==> src/rtl/npc_seq_pkg.sv <==
package npc_seq_pkg;
    localparam int AW = 32;
    localparam int OFF_W = 16;
    localparam int IDX_W = 26;
    localparam int REGION_W = AW - IDX_W - 2;

    typedef enum logic [2:0] {
        XK_NONE = 3'd0,
        XK_BR   = 3'd1,
        XK_BRL  = 3'd2,
        XK_JABS = 3'd3,
        XK_JREG = 3'd4
    } xkind_e;

    typedef struct packed {
        logic [AW-1:0] pc;
        logic [AW-1:0] npc;
        logic [AW-1:0] nnpc;
    } pc_trip_t;

    function automatic logic [AW-1:0] br_disp(input logic [OFF_W-1:0] off);
        return {{(AW-OFF_W-2){off[OFF_W-1]}}, off, 2'b00};
    endfunction

    function automatic logic [AW-1:0] jabs_target(input logic [AW-1:0] slot_addr,
                                                  input logic [IDX_W-1:0] idx);
        return {slot_addr[AW-1 -: REGION_W], idx, 2'b00};
    endfunction

    function automatic logic is_xfer(input logic [2:0] k);
        return (k >= 3'd1) && (k <= 3'd4);
    endfunction
endpackage

==> src/rtl/npc_redirect.sv <==
module npc_redirect
    import npc_seq_pkg::*;
(
    input  pc_trip_t          cur,
    input  logic [2:0]        kind,
    input  logic              cond,
    input  logic              suppress,
    input  logic [OFF_W-1:0]  off,
    input  logic [IDX_W-1:0]  idx,
    input  logic [AW-1:0]     regop,
    output pc_trip_t          nxt,
    output logic              opens_slot
);
    logic [AW-1:0] br_tgt;
    logic [AW-1:0] tgt;
    logic          redirect;

    assign br_tgt = cur.npc + br_disp(off);

    always_comb begin
        redirect   = 1'b0;
        opens_slot = 1'b0;
        tgt        = br_tgt;
        nxt.pc     = cur.npc;
        nxt.npc    = cur.nnpc;
        nxt.nnpc   = cur.nnpc + 32'd4;
        if (!suppress) begin
            case (kind)
                XK_BR: begin
                    opens_slot = 1'b1;
                    redirect   = cond;
                end
                XK_BRL: begin
                    opens_slot = cond;
                    redirect   = cond;
                    if (!cond) begin
                        nxt.pc   = cur.nnpc;
                        nxt.npc  = cur.nnpc + 32'd4;
                        nxt.nnpc = cur.nnpc + 32'd8;
                    end
                end
                XK_JABS: begin
                    opens_slot = 1'b1;
                    redirect   = 1'b1;
                    tgt        = jabs_target(cur.npc, idx);
                end
                XK_JREG: begin
                    opens_slot = 1'b1;
                    redirect   = 1'b1;
                    tgt        = {regop[AW-1:2], 2'b00};
                end
                default: ;
            endcase
        end
        if (redirect) begin
            nxt.npc  = tgt;
            nxt.nnpc = tgt + 32'd4;
        end
    end
endmodule

==> src/rtl/npc_slot_track.sv <==
module npc_slot_track (
    input  logic clk,
    input  logic rst,
    input  logic step,
    input  logic opens_slot,
    output logic in_slot
);
    always_ff @(posedge clk) begin
        if (rst)       in_slot <= 1'b0;
        else if (step) in_slot <= opens_slot;
    end
endmodule

==> src/rtl/npc_seq.sv <==
module npc_seq
    import npc_seq_pkg::*;
#(
    parameter logic [31:0] RESET_VEC = 32'hBFC0_0000
) (
    input  logic        clk,
    input  logic        rst,
    input  logic        step,
    input  logic [2:0]  xfer_kind,
    input  logic        xfer_link,
    input  logic        xfer_cond,
    input  logic [15:0] br_off,
    input  logic [25:0] jmp_idx,
    input  logic [31:0] reg_opnd,
    output logic [31:0] pc_o,
    output logic [31:0] npc_o,
    output logic [31:0] nnpc_o,
    output logic        link_we,
    output logic [31:0] link_data,
    output logic        slot_err
);
    pc_trip_t trip_q;
    pc_trip_t trip_d;
    logic     in_slot;
    logic     opens_slot;
    logic     xfer_here;

    assign xfer_here = is_xfer(xfer_kind);
    assign slot_err  = step && in_slot && xfer_here;

    npc_redirect u_redirect (
        .cur        (trip_q),
        .kind       (xfer_kind),
        .cond       (xfer_cond),
        .suppress   (in_slot),
        .off        (br_off),
        .idx        (jmp_idx),
        .regop      (reg_opnd),
        .nxt        (trip_d),
        .opens_slot (opens_slot)
    );

    npc_slot_track u_slot (
        .clk        (clk),
        .rst        (rst),
        .step       (step),
        .opens_slot (opens_slot),
        .in_slot    (in_slot)
    );

    always_ff @(posedge clk) begin
        if (rst) begin
            trip_q.pc   <= RESET_VEC;
            trip_q.npc  <= RESET_VEC + 32'd4;
            trip_q.nnpc <= RESET_VEC + 32'd8;
        end else if (step) begin
            trip_q <= trip_d;
        end
    end

    assign link_we   = step && xfer_here && xfer_link && !in_slot;
    assign link_data = trip_q.nnpc;
    assign pc_o      = trip_q.pc;
    assign npc_o     = trip_q.npc;
    assign nnpc_o    = trip_q.nnpc;
endmodule

==> config.mk <==
export PLATFORM = sky130hd
export DESIGN_NAME = npc_seq
export DESIGN_NICKNAME = d
export VERILOG_FILES = /design/src/rtl/npc_seq_pkg.sv /design/src/rtl/npc_redirect.sv /design/src/rtl/npc_slot_track.sv /design/src/rtl/npc_seq.sv
export SDC_FILE = /design/constraint.sdc
export NUM_CORES = 1
export LEC_CHECK = 0
export CORE_ASPECT_RATIO = 0.9
export CORE_UTILIZATION = 50
export DETAILED_ROUTE_END_ITERATION = 12
export DONT_BUFFER_PORTS = 1
export GPL_ROUTABILITY_DRIVEN = 1
export GPL_TIMING_DRIVEN = 0
export PLACE_DENSITY_LB_ADDON = 0.3
export SLEW_MARGIN = 25
export SYNTH_ARGS = -nofsm -noshare
export SYNTH_HDL_FRONTEND = slang
export SYNTH_SLANG_ARGS = --single-unit
export TNS_END_PERCENT = 1
==> constraint.sdc <==
create_clock -name clk -period 4.25 [get_ports clk]
set_clock_uncertainty 0.05 [all_clocks]
set_input_delay 0.6375 -clock clk [delete_from_list [all_inputs] [get_ports clk]]
set_output_delay 0.6375 -clock clk [all_outputs]
set_load 0.01 [all_outputs]
======== Yosys cells after proc, flatten, opt, wreduce, memory -nomap -nowiden ========
Index checks and enable logic that the tools add are counted.
word-level totals
  logic and storage cells ................. 34
  flip-flop bits (word level) ............. 97
  bits of input ports ..................... 82
cells by class
  add/sub/neg operators ................... 4
  equal/unequal tests ..................... 4
  muxes and demuxes ....................... 10
  $lt $le $gt $ge ......................... 2
  reductions and logical operators ........ 10
operators by type and width
  cell                   number
  $mux 96                3
  $add 32x3->32 const B  2
  $mux 64                1
  $pmux 32 s2            1
  $add 32x32->32         1
  $add 32x4->32 const B  1
  $mux 32                1
  $eq 3x2->1 const B     2
  $logic_and 1x1->1      6
  $pmux 1 s2             2
  $reduce_or 2->1        2
  $eq 3x1->1 const B     1
  $eq 3x3->1 const B     1
  $ge 3x1->1 const B     1
  $le 3x3->1 const B     1
  $reduce_or 3->1        1
  $mux 1                 2
  $logic_not 1->1        1

======== Depth between registers and ports, before layout ========
Gate-level depths: netlist of run 1.
  depth after elaboration ................. 5
  mapped depth ............................ 15
  depth with buffers taken out ............ 14

======== By module ========
From an unflattened synthesis of run 1, not the netlist that was laid out.
second synthesis, totals
  cell total of the unflattened synthesis .. 1,275
  area total of the unflattened synthesis .. 9,347.7 um^2
modules (own cells, without submodules)
  module          area an instance (um^2)  cells an instance  times used
  npc_redirect    5,497.8                  921                1
  npc_seq         3,816.2                  351                1
  npc_slot_track  33.8                     3                  1

======== Worst setup path before layout of run 1 ========
No wires, ideal clock.
  kind .................................... in2reg
  start point ............................. input br_off[0]
  end point ............................... register trip_q (netlist bit link_data[27])
  cell stages on the path ................. 15
  setup slack ............................. 0.451 ns
  library setup time ...................... 0.120 ns
  data arrival time ....................... 3.629 ns
  cells stage by stage .................... ha_1 -> inv_1 -> fa_1 -> nand2b_1 -> a211oi_2 -> o211ai_2 -> and3_1 -> or3_4 -> nor4_2 -> and2b_1 -> nor2b_1 -> buf_4 -> nand3_1 -> xnor2_1 -> a211o_1
on the way
  cells in the longest elaborated chain, start to end .. 5
RTL lines
  element               line                source
  from (decl)           npc_seq.sv:12       input logic [15:0] br_off,
  $add 32x32->32 (*)    npc_redirect.sv:18  assign br_tgt = cur.npc + br_disp(off);
  $pmux 32 s2           npc_redirect.sv:28  case (kind)
  $mux 32 (*)           npc_redirect.sv:27  if (!suppress) begin
  $add 32x3->32 (*)     npc_redirect.sv:57  nxt.nnpc = tgt + 32'd4;
  $mux 64 (*)           npc_redirect.sv:55  if (redirect) begin
  to (signal assigned)  npc_seq.sv:57       trip_q <= trip_d;
  to (decl)             npc_seq.sv:22       pc_trip_t trip_q;
Every way passes the cells marked *; elsewhere a longest branch is shown, timed or not.
A chain may end at the register's enable or synchronous reset.

======== Final worst setup path of run 1 ========
  start point ............................. register trip_q (netlist bit npc_o[2])
  end point ............................... register trip_q (netlist bit link_data[27])
on the way
  cells in the longest elaborated chain, start to end .. 5
RTL lines
  element             line
  $add 32x32->32 (*)  npc_redirect.sv:18
  $pmux 32 s2         npc_redirect.sv:28
  $mux 32 (*)         npc_redirect.sv:27
  $add 32x3->32 (*)   npc_redirect.sv:57
  $mux 64 (*)         npc_redirect.sv:55
Marked as above.

==> results of run 1 <==
## metal layers
| layer | up-vias | track usage, % |
|---|---|---|
| li1 | 4613 | - |
| met3 | 134 | 11.8 |
| met4 | 0 | 20.3 |
| met2 | 713 | 61.2 |
| met1 | 4843 | 53.0 |
| met5 | - | 0 |
## logic make-up after synthesis
| family | Yosys count |
|---|---|
| adders and majority gates | 34 |
| muxes | 12 |
| and+or+nand+nor | 524 |
| xor gates and xnor gates | 68 |
| buffers and inverters | 148 |
| AOI/OAI and AO/OA | 395 |
| DFF | 97 |
## synthesized netlist by cell type, types with 4 or more instances
cell	n	area share (%)
nor3_1	26	1.4
buf_2	11	0.61
nor4_1	5	0.35
o22ai_1	8	0.56
a31oi_1	15	1.0
mux2i_1	10	1.1
a211o_1	16	1.6
buf_1	9	0.38
and3_1	20	1.4
and4_1	6	0.59
a21boi_0	4	0.33
o21a_1	6	0.50
o31ai_1	5	0.42
nand4_1	22	1.5
xnor2_1	37	3.6
nand2_1	178	7.4
or3_1	9	0.63
nand3_1	36	2.0
a211oi_1	24	2.0
nor2b_1	5	0.35
buf_6	4	0.50
inv_1	16	0.67
a221oi_1	7	0.68
a21oi_1	116	6.5
o21ai_1	11	0.61
ha_1	33	4.6
a22o_1	8	0.78
a21o_1	5	0.42
or2_2	6	0.42
and2_1	7	0.49
clkbuf_1	66	2.8
nand3_2	4	0.45
o21ai_0	76	4.2
a22oi_1	18	1.5
nand2b_1	7	0.49
dfxtp_1	97	22
nor2_1	165	6.9
xor2_1	31	3.0
buf_4	39	3.3
a311oi_1	28	2.7
o211ai_1	10	0.84
## what timing repair did
item / CTS / global route
pin swaps: 0 / 1
endpoints found under the setup margin: 1 / 15
hold buffers: 0 / 0
gates resized for setup: 1 / 8
## how the worst max path moves through the flow
stage	end	from	slack, ns	cells after the start
after floorplan	link_data[27]	br_off[0]	0.45	15
after global placement	link_data[27]	br_off[0]	0.002	15
after detailed placement	link_data[27]	br_off[0]	-0.04	15
after CTS	link_data[27]	npc_o[2]	0.02	15
after global routing	link_data[21]	npc_o[9]	-0.03	13
final	link_data[27]	npc_o[2]	0.12	15
## flip-flops by register name, indices dropped and copies added, names as in the netlist
signal          cells
link_data          32
u_slot.in_slot      1
pc_o               32
npc_o              32
## power by group
group | total, mW | switching [mW] | internal (mW)
clock network | 0.923 | 0.401 | 0.523
logic | 1.20 | 0.775 | 0.424
registers | 1.13 | 0.152 | 0.978
total | 3.25 | 1.33 | 1.93
## worst register-to-register path: stages, from the launching register on
cell and delay, ns:
dfxtp_4 0.42, ha_1 0.22, inv_1 0.07, fa_1 0.40, nand2b_2 0.24, a211oi_4 0.38
o211ai_2 0.21, and3_1 0.21, or3_4 0.41, nor4_4 0.30, and2b_2 0.23, nor2b_1 0.14
buf_4 0.16, nand3_1 0.10, xnor2_1 0.18, a211o_1 0.31
## final cells by class
class,instances,area (sq um)
Tap cell,240,300
Clock buffer,9,225
Sequential cell,97,1950
Buffer,130,679
Inverter,18,67.6
Multi-Input combinational cell,1033,6320
Clock inverter,7,103
Fill cell,1829,7970
==> reports/summary.txt, run 1 <==
Status: completed
Area share of fa/ha/maj cells after synthesis: 4.82%
Combinational family with the most area after synthesis: compound AO/OA/AOI/OAI gates
Synthesized flop and latch total: 97
Final Max Tran Viols: 0
Worst-Skew Late Latency: 0.36 ns
Most frequent cells in the layout: nand2_1, nor2_1, a21oi_1
Final Hold Fails: 0
Routed vias: 10.3k
YS warnings: 0
Total CTS buffers: 9
Post-layout min period: 4.13 ns
Final instance count without filler cells: 1534
Starting Density: 51.0%
Worst Tran Pin Value: 0.912 ns
Slowest CP cell: dfxtp_4
Max incr delay on CP: 0.42 ns
Total power: 3.25 mW
Setup Slack @ Placement: -0.0431 ns
Drt initial violations: 1162
Clock transition at the registers of the reported paths: 0.07 ns
Fmax: 242 MHz
Vias per cell: 6.72
Final instance area: 9640 sq um
Final-stage net count: 1405
Post-DP Area: 9280 sq um
Syn Area/Cell: 7.03 sq um
Final ANT Viol Nets: 0
RSZ-0062 raised after global routing: yes
Post-synthesis sequential area ratio: 21.6%
Final Worst Setup Slack: 0.124 ns
R2R Path Start: npc_o[2]
Max-cap violations: 0
GR Util All Layers: 40.6%
Slew margin rel.: 39.0%
Compound-Gate Fraction of Synth Area: 29.4%
Die span in y: 129 microns
Synthesized-area fraction occupied by and/or/nand/nor cells: 27.9%
Gp weighted congestion: 1.01
Peak VDD IR: 0.185 mV
Row cnt: 46
Syn Inst Count: 1278
IO buf count: 0
Die Wd: 143 microns
Initial antenna violation count: 0
Worst hold stages: 2
Grt total ovfl: 0
Total setup buffers inserted after CTS: 0
Boundary Pins: 212
CTS tree: done
Leak Pwr: 3.55 nW
Util after Layout: 54.7%
CP delay by family, top: simple AND/OR/NAND/NOR gates
Clock root buffer: clkbuf_16
Pwr dens: 337 nW/um^2
Routed wire per std cell: 24.8 microns
FFs w/ async S/R, synth: 0%
Largest net degree at the start of global routing: 18
FF-to-FF path depth: 15
# diodes: 0
Post-synth EDFFs: 0
Worst Path Max Fanout: 7
CP endpoint kind: flip-flop
Startpoint types: flip-flop
Required time of the critical path: 4.45 ns
Yosys cell types: 94
Detailed Routing Iterations Pass 1: 6
Commonest non-fill, non-tap cell in the layout: nand2_1
Critical setup path kind: reg -> reg
Met3 WL post-DR: 4600 microns
Hold Crit Start: pc_o[5]
Setup violators final: 0
Drt drc: 0
Crit-path cells: ha_1, inv_1, fa_1, nand2b_2, a211oi_4, o211ai_2, and3_1, or3_4, nor4_4, and2b_2, nor2b_1, buf_4, nand3_1, xnor2_1, a211o_1
DRT Wirelength: 38100 microns
CTS Buffer Depth: 2
Placed cells: 1518
Area Growth Syn to Fin: 7.34%
Predominant post-synthesis flop cell: dfxtp_1
CP bufs+invs: 2
Vias in the first global route: 9050
Clk sink count: 97
Mux contribution to synthesized area: 1.37%
Synth Area in XOR/XNOR: 6.63%
M1 WL: 15300 microns
Met2 routed WL: 16000 microns
Setup TNS after final layout: 0 ns
First-pass GRT wire length: 55300 microns
Placed wire-length estimate: 29200 microns
H-Tree Depth: 3
Hold Path Sink: pc_o[5]
Share of cells above drive strength 1: 9.66%
Final period util: 97.1%
Die area: 18500 sq um
Minimum setup slack among reg-to-reg paths: 0.12 ns
Fin Hold WS: 0.479 ns
CORE AREA: 17600 sq um
HP Class: reg -> reg
Critical path data arrival time: 4.33 ns
Synthesized Nets: 1394
Mapped Area: 8980 sq um
RR Endpoint: link_data[27]
Topmost layer with routed signal wires: met4
Power figures use the tool's default switching activity.
==> run 2: changes to the inputs <==
--- a/config.mk
+++ b/config.mk
@@ -6,7 +6,7 @@
 export NUM_CORES = 1
 export LEC_CHECK = 0
 export CORE_ASPECT_RATIO = 0.9
-export CORE_UTILIZATION = 50
+export CORE_UTILIZATION = 30
 export DETAILED_ROUTE_END_ITERATION = 12
 export DONT_BUFFER_PORTS = 1
 export GPL_ROUTABILITY_DRIVEN = 1
==> reports/summary.txt, run 2 (same netlist as run 1, synthesis figures left out) <==
H-Tree Depth: 3
Share of cells above drive strength 1: 9.58%
DRT Wirelength: 42800 microns
Peak VDD IR: 0.193 mV
Drt initial violations: 1294
Grt total ovfl: 0
Setup Slack @ Placement: -0.187 ns
CTS Buffer Depth: 2
Routed wire per std cell: 25.3 microns
Clk sink count: 97
Initial antenna violation count: 1
Critical setup path kind: reg -> reg
Total CTS buffers: 9
Placed cells: 1674
Util after Layout: 33.7%
Setup violators final: 0
Post-layout min period: 4.15 ns
Worst-Skew Late Latency: 0.37 ns
Final period util: 97.6%
Max-cap violations: 0
Area Growth Syn to Fin: 9.45%
Clock root buffer: clkbuf_16
Detailed Routing Iterations Pass 1: 5
Leak Pwr: 3.55 nW
Die area: 30600 sq um
Fin Hold WS: 0.477 ns
Most frequent cells in the layout: nand2_1, nor2_1, a21oi_1
Required time of the critical path: 4.46 ns
Slew margin rel.: 33.6%
Boundary Pins: 212
Largest net degree at the start of global routing: 16
IO buf count: 0
Fmax: 241 MHz
Drt drc: 0
Final instance count without filler cells: 1692
Final-stage net count: 1405
CTS tree: done
Die Wd: 184 microns
Critical path data arrival time: 4.35 ns
Total power: 3.26 mW
Final Hold Fails: 0
Worst Path Max Fanout: 7
Placed wire-length estimate: 33500 microns
Starting Density: 30.8%
Vias in the first global route: 9268
RSZ-0062 raised after global routing: yes
First-pass GRT wire length: 61700 microns
Startpoint types: flip-flop
Worst Tran Pin Value: 0.994 ns
Row cnt: 59
Total setup buffers inserted after CTS: 0
Status: completed
Commonest non-fill, non-tap cell in the layout: nand2_1
Routed vias: 10.1k
Post-DP Area: 9480 sq um
Clock transition at the registers of the reported paths: 0.07 ns
Final Max Tran Viols: 0
Die span in y: 166 microns
Final instance area: 9830 sq um
Gp weighted congestion: 0.957
Final ANT Viol Nets: 0
CP endpoint kind: flip-flop
HP Class: reg -> reg
Pwr dens: 332 nW/um^2
Vias per cell: 5.95
GR Util All Layers: 27.5%
Setup TNS after final layout: 0 ns
Final Worst Setup Slack: 0.104 ns
Post-CTS Hold Buffers: 0
CORE AREA: 29200 sq um
-- run 2: routing by layer --
layer / GRT usage [%] / share of wire (%)
met5: 0 / 0.033
met4: 8.08 / 2.8
met3: 7.13 / 11
met2: 41.4 / 43
met1: 38.1 / 43
-- run 2: final timing paths --
check	from	to	slack (ns)	cells past startpoint
worst max-delay path	npc_o[2]	link_data[27]	0.10	15
worst min register to register	pc_o[10]	pc_o[10]	0.48	2
worst min-delay path	pc_o[10]	pc_o[10]	0.48	2
worst max register to register	npc_o[2]	link_data[27]	0.10	15
-- run 2: layout make-up --
type | instances | area [sq um]
fillers | 3237 | 19300
multi-input cells | 1033 | 6320
flip-flops and latches | 97 | 1950
plain buffers | 130 | 679
well taps | 396 | 495
clock buffers | 10 | 229
clock inverters | 6 | 82.6
inverters | 18 | 67.6
diodes | 2 | 5.00
-- run 2: where the power goes --
part	switching, mW	internal [mW]	leakage [nW]
clock network	0.395	0.514	0.152
registers	0.158	0.978	0.799
logic	0.794	0.425	2.60
total	1.35	1.92	3.55
-- run 2: critical path, cell delays in order (launching register included) --
cell,delay [ns]
dfxtp_4,0.40
ha_1,0.20
inv_1,0.06
fa_1,0.40
nand2b_1,0.24
a211oi_4,0.41
o211ai_2,0.22
and3_1,0.23
or3_4,0.41
nor4_4,0.31
and2b_2,0.23
nor2b_1,0.15
buf_4,0.16
nand3_1,0.10
xnor2_1,0.16
a211o_1,0.30
-- run 2: repair_timing --
| item | 4_1_cts | 5_1_grt |
|---|---|---|
| endpoints found under the setup margin | 4 | 6 |
| pin swaps | 0 | 2 |
| resized for setup | 2 | 6 |
| gates cloned | 0 | 0 |
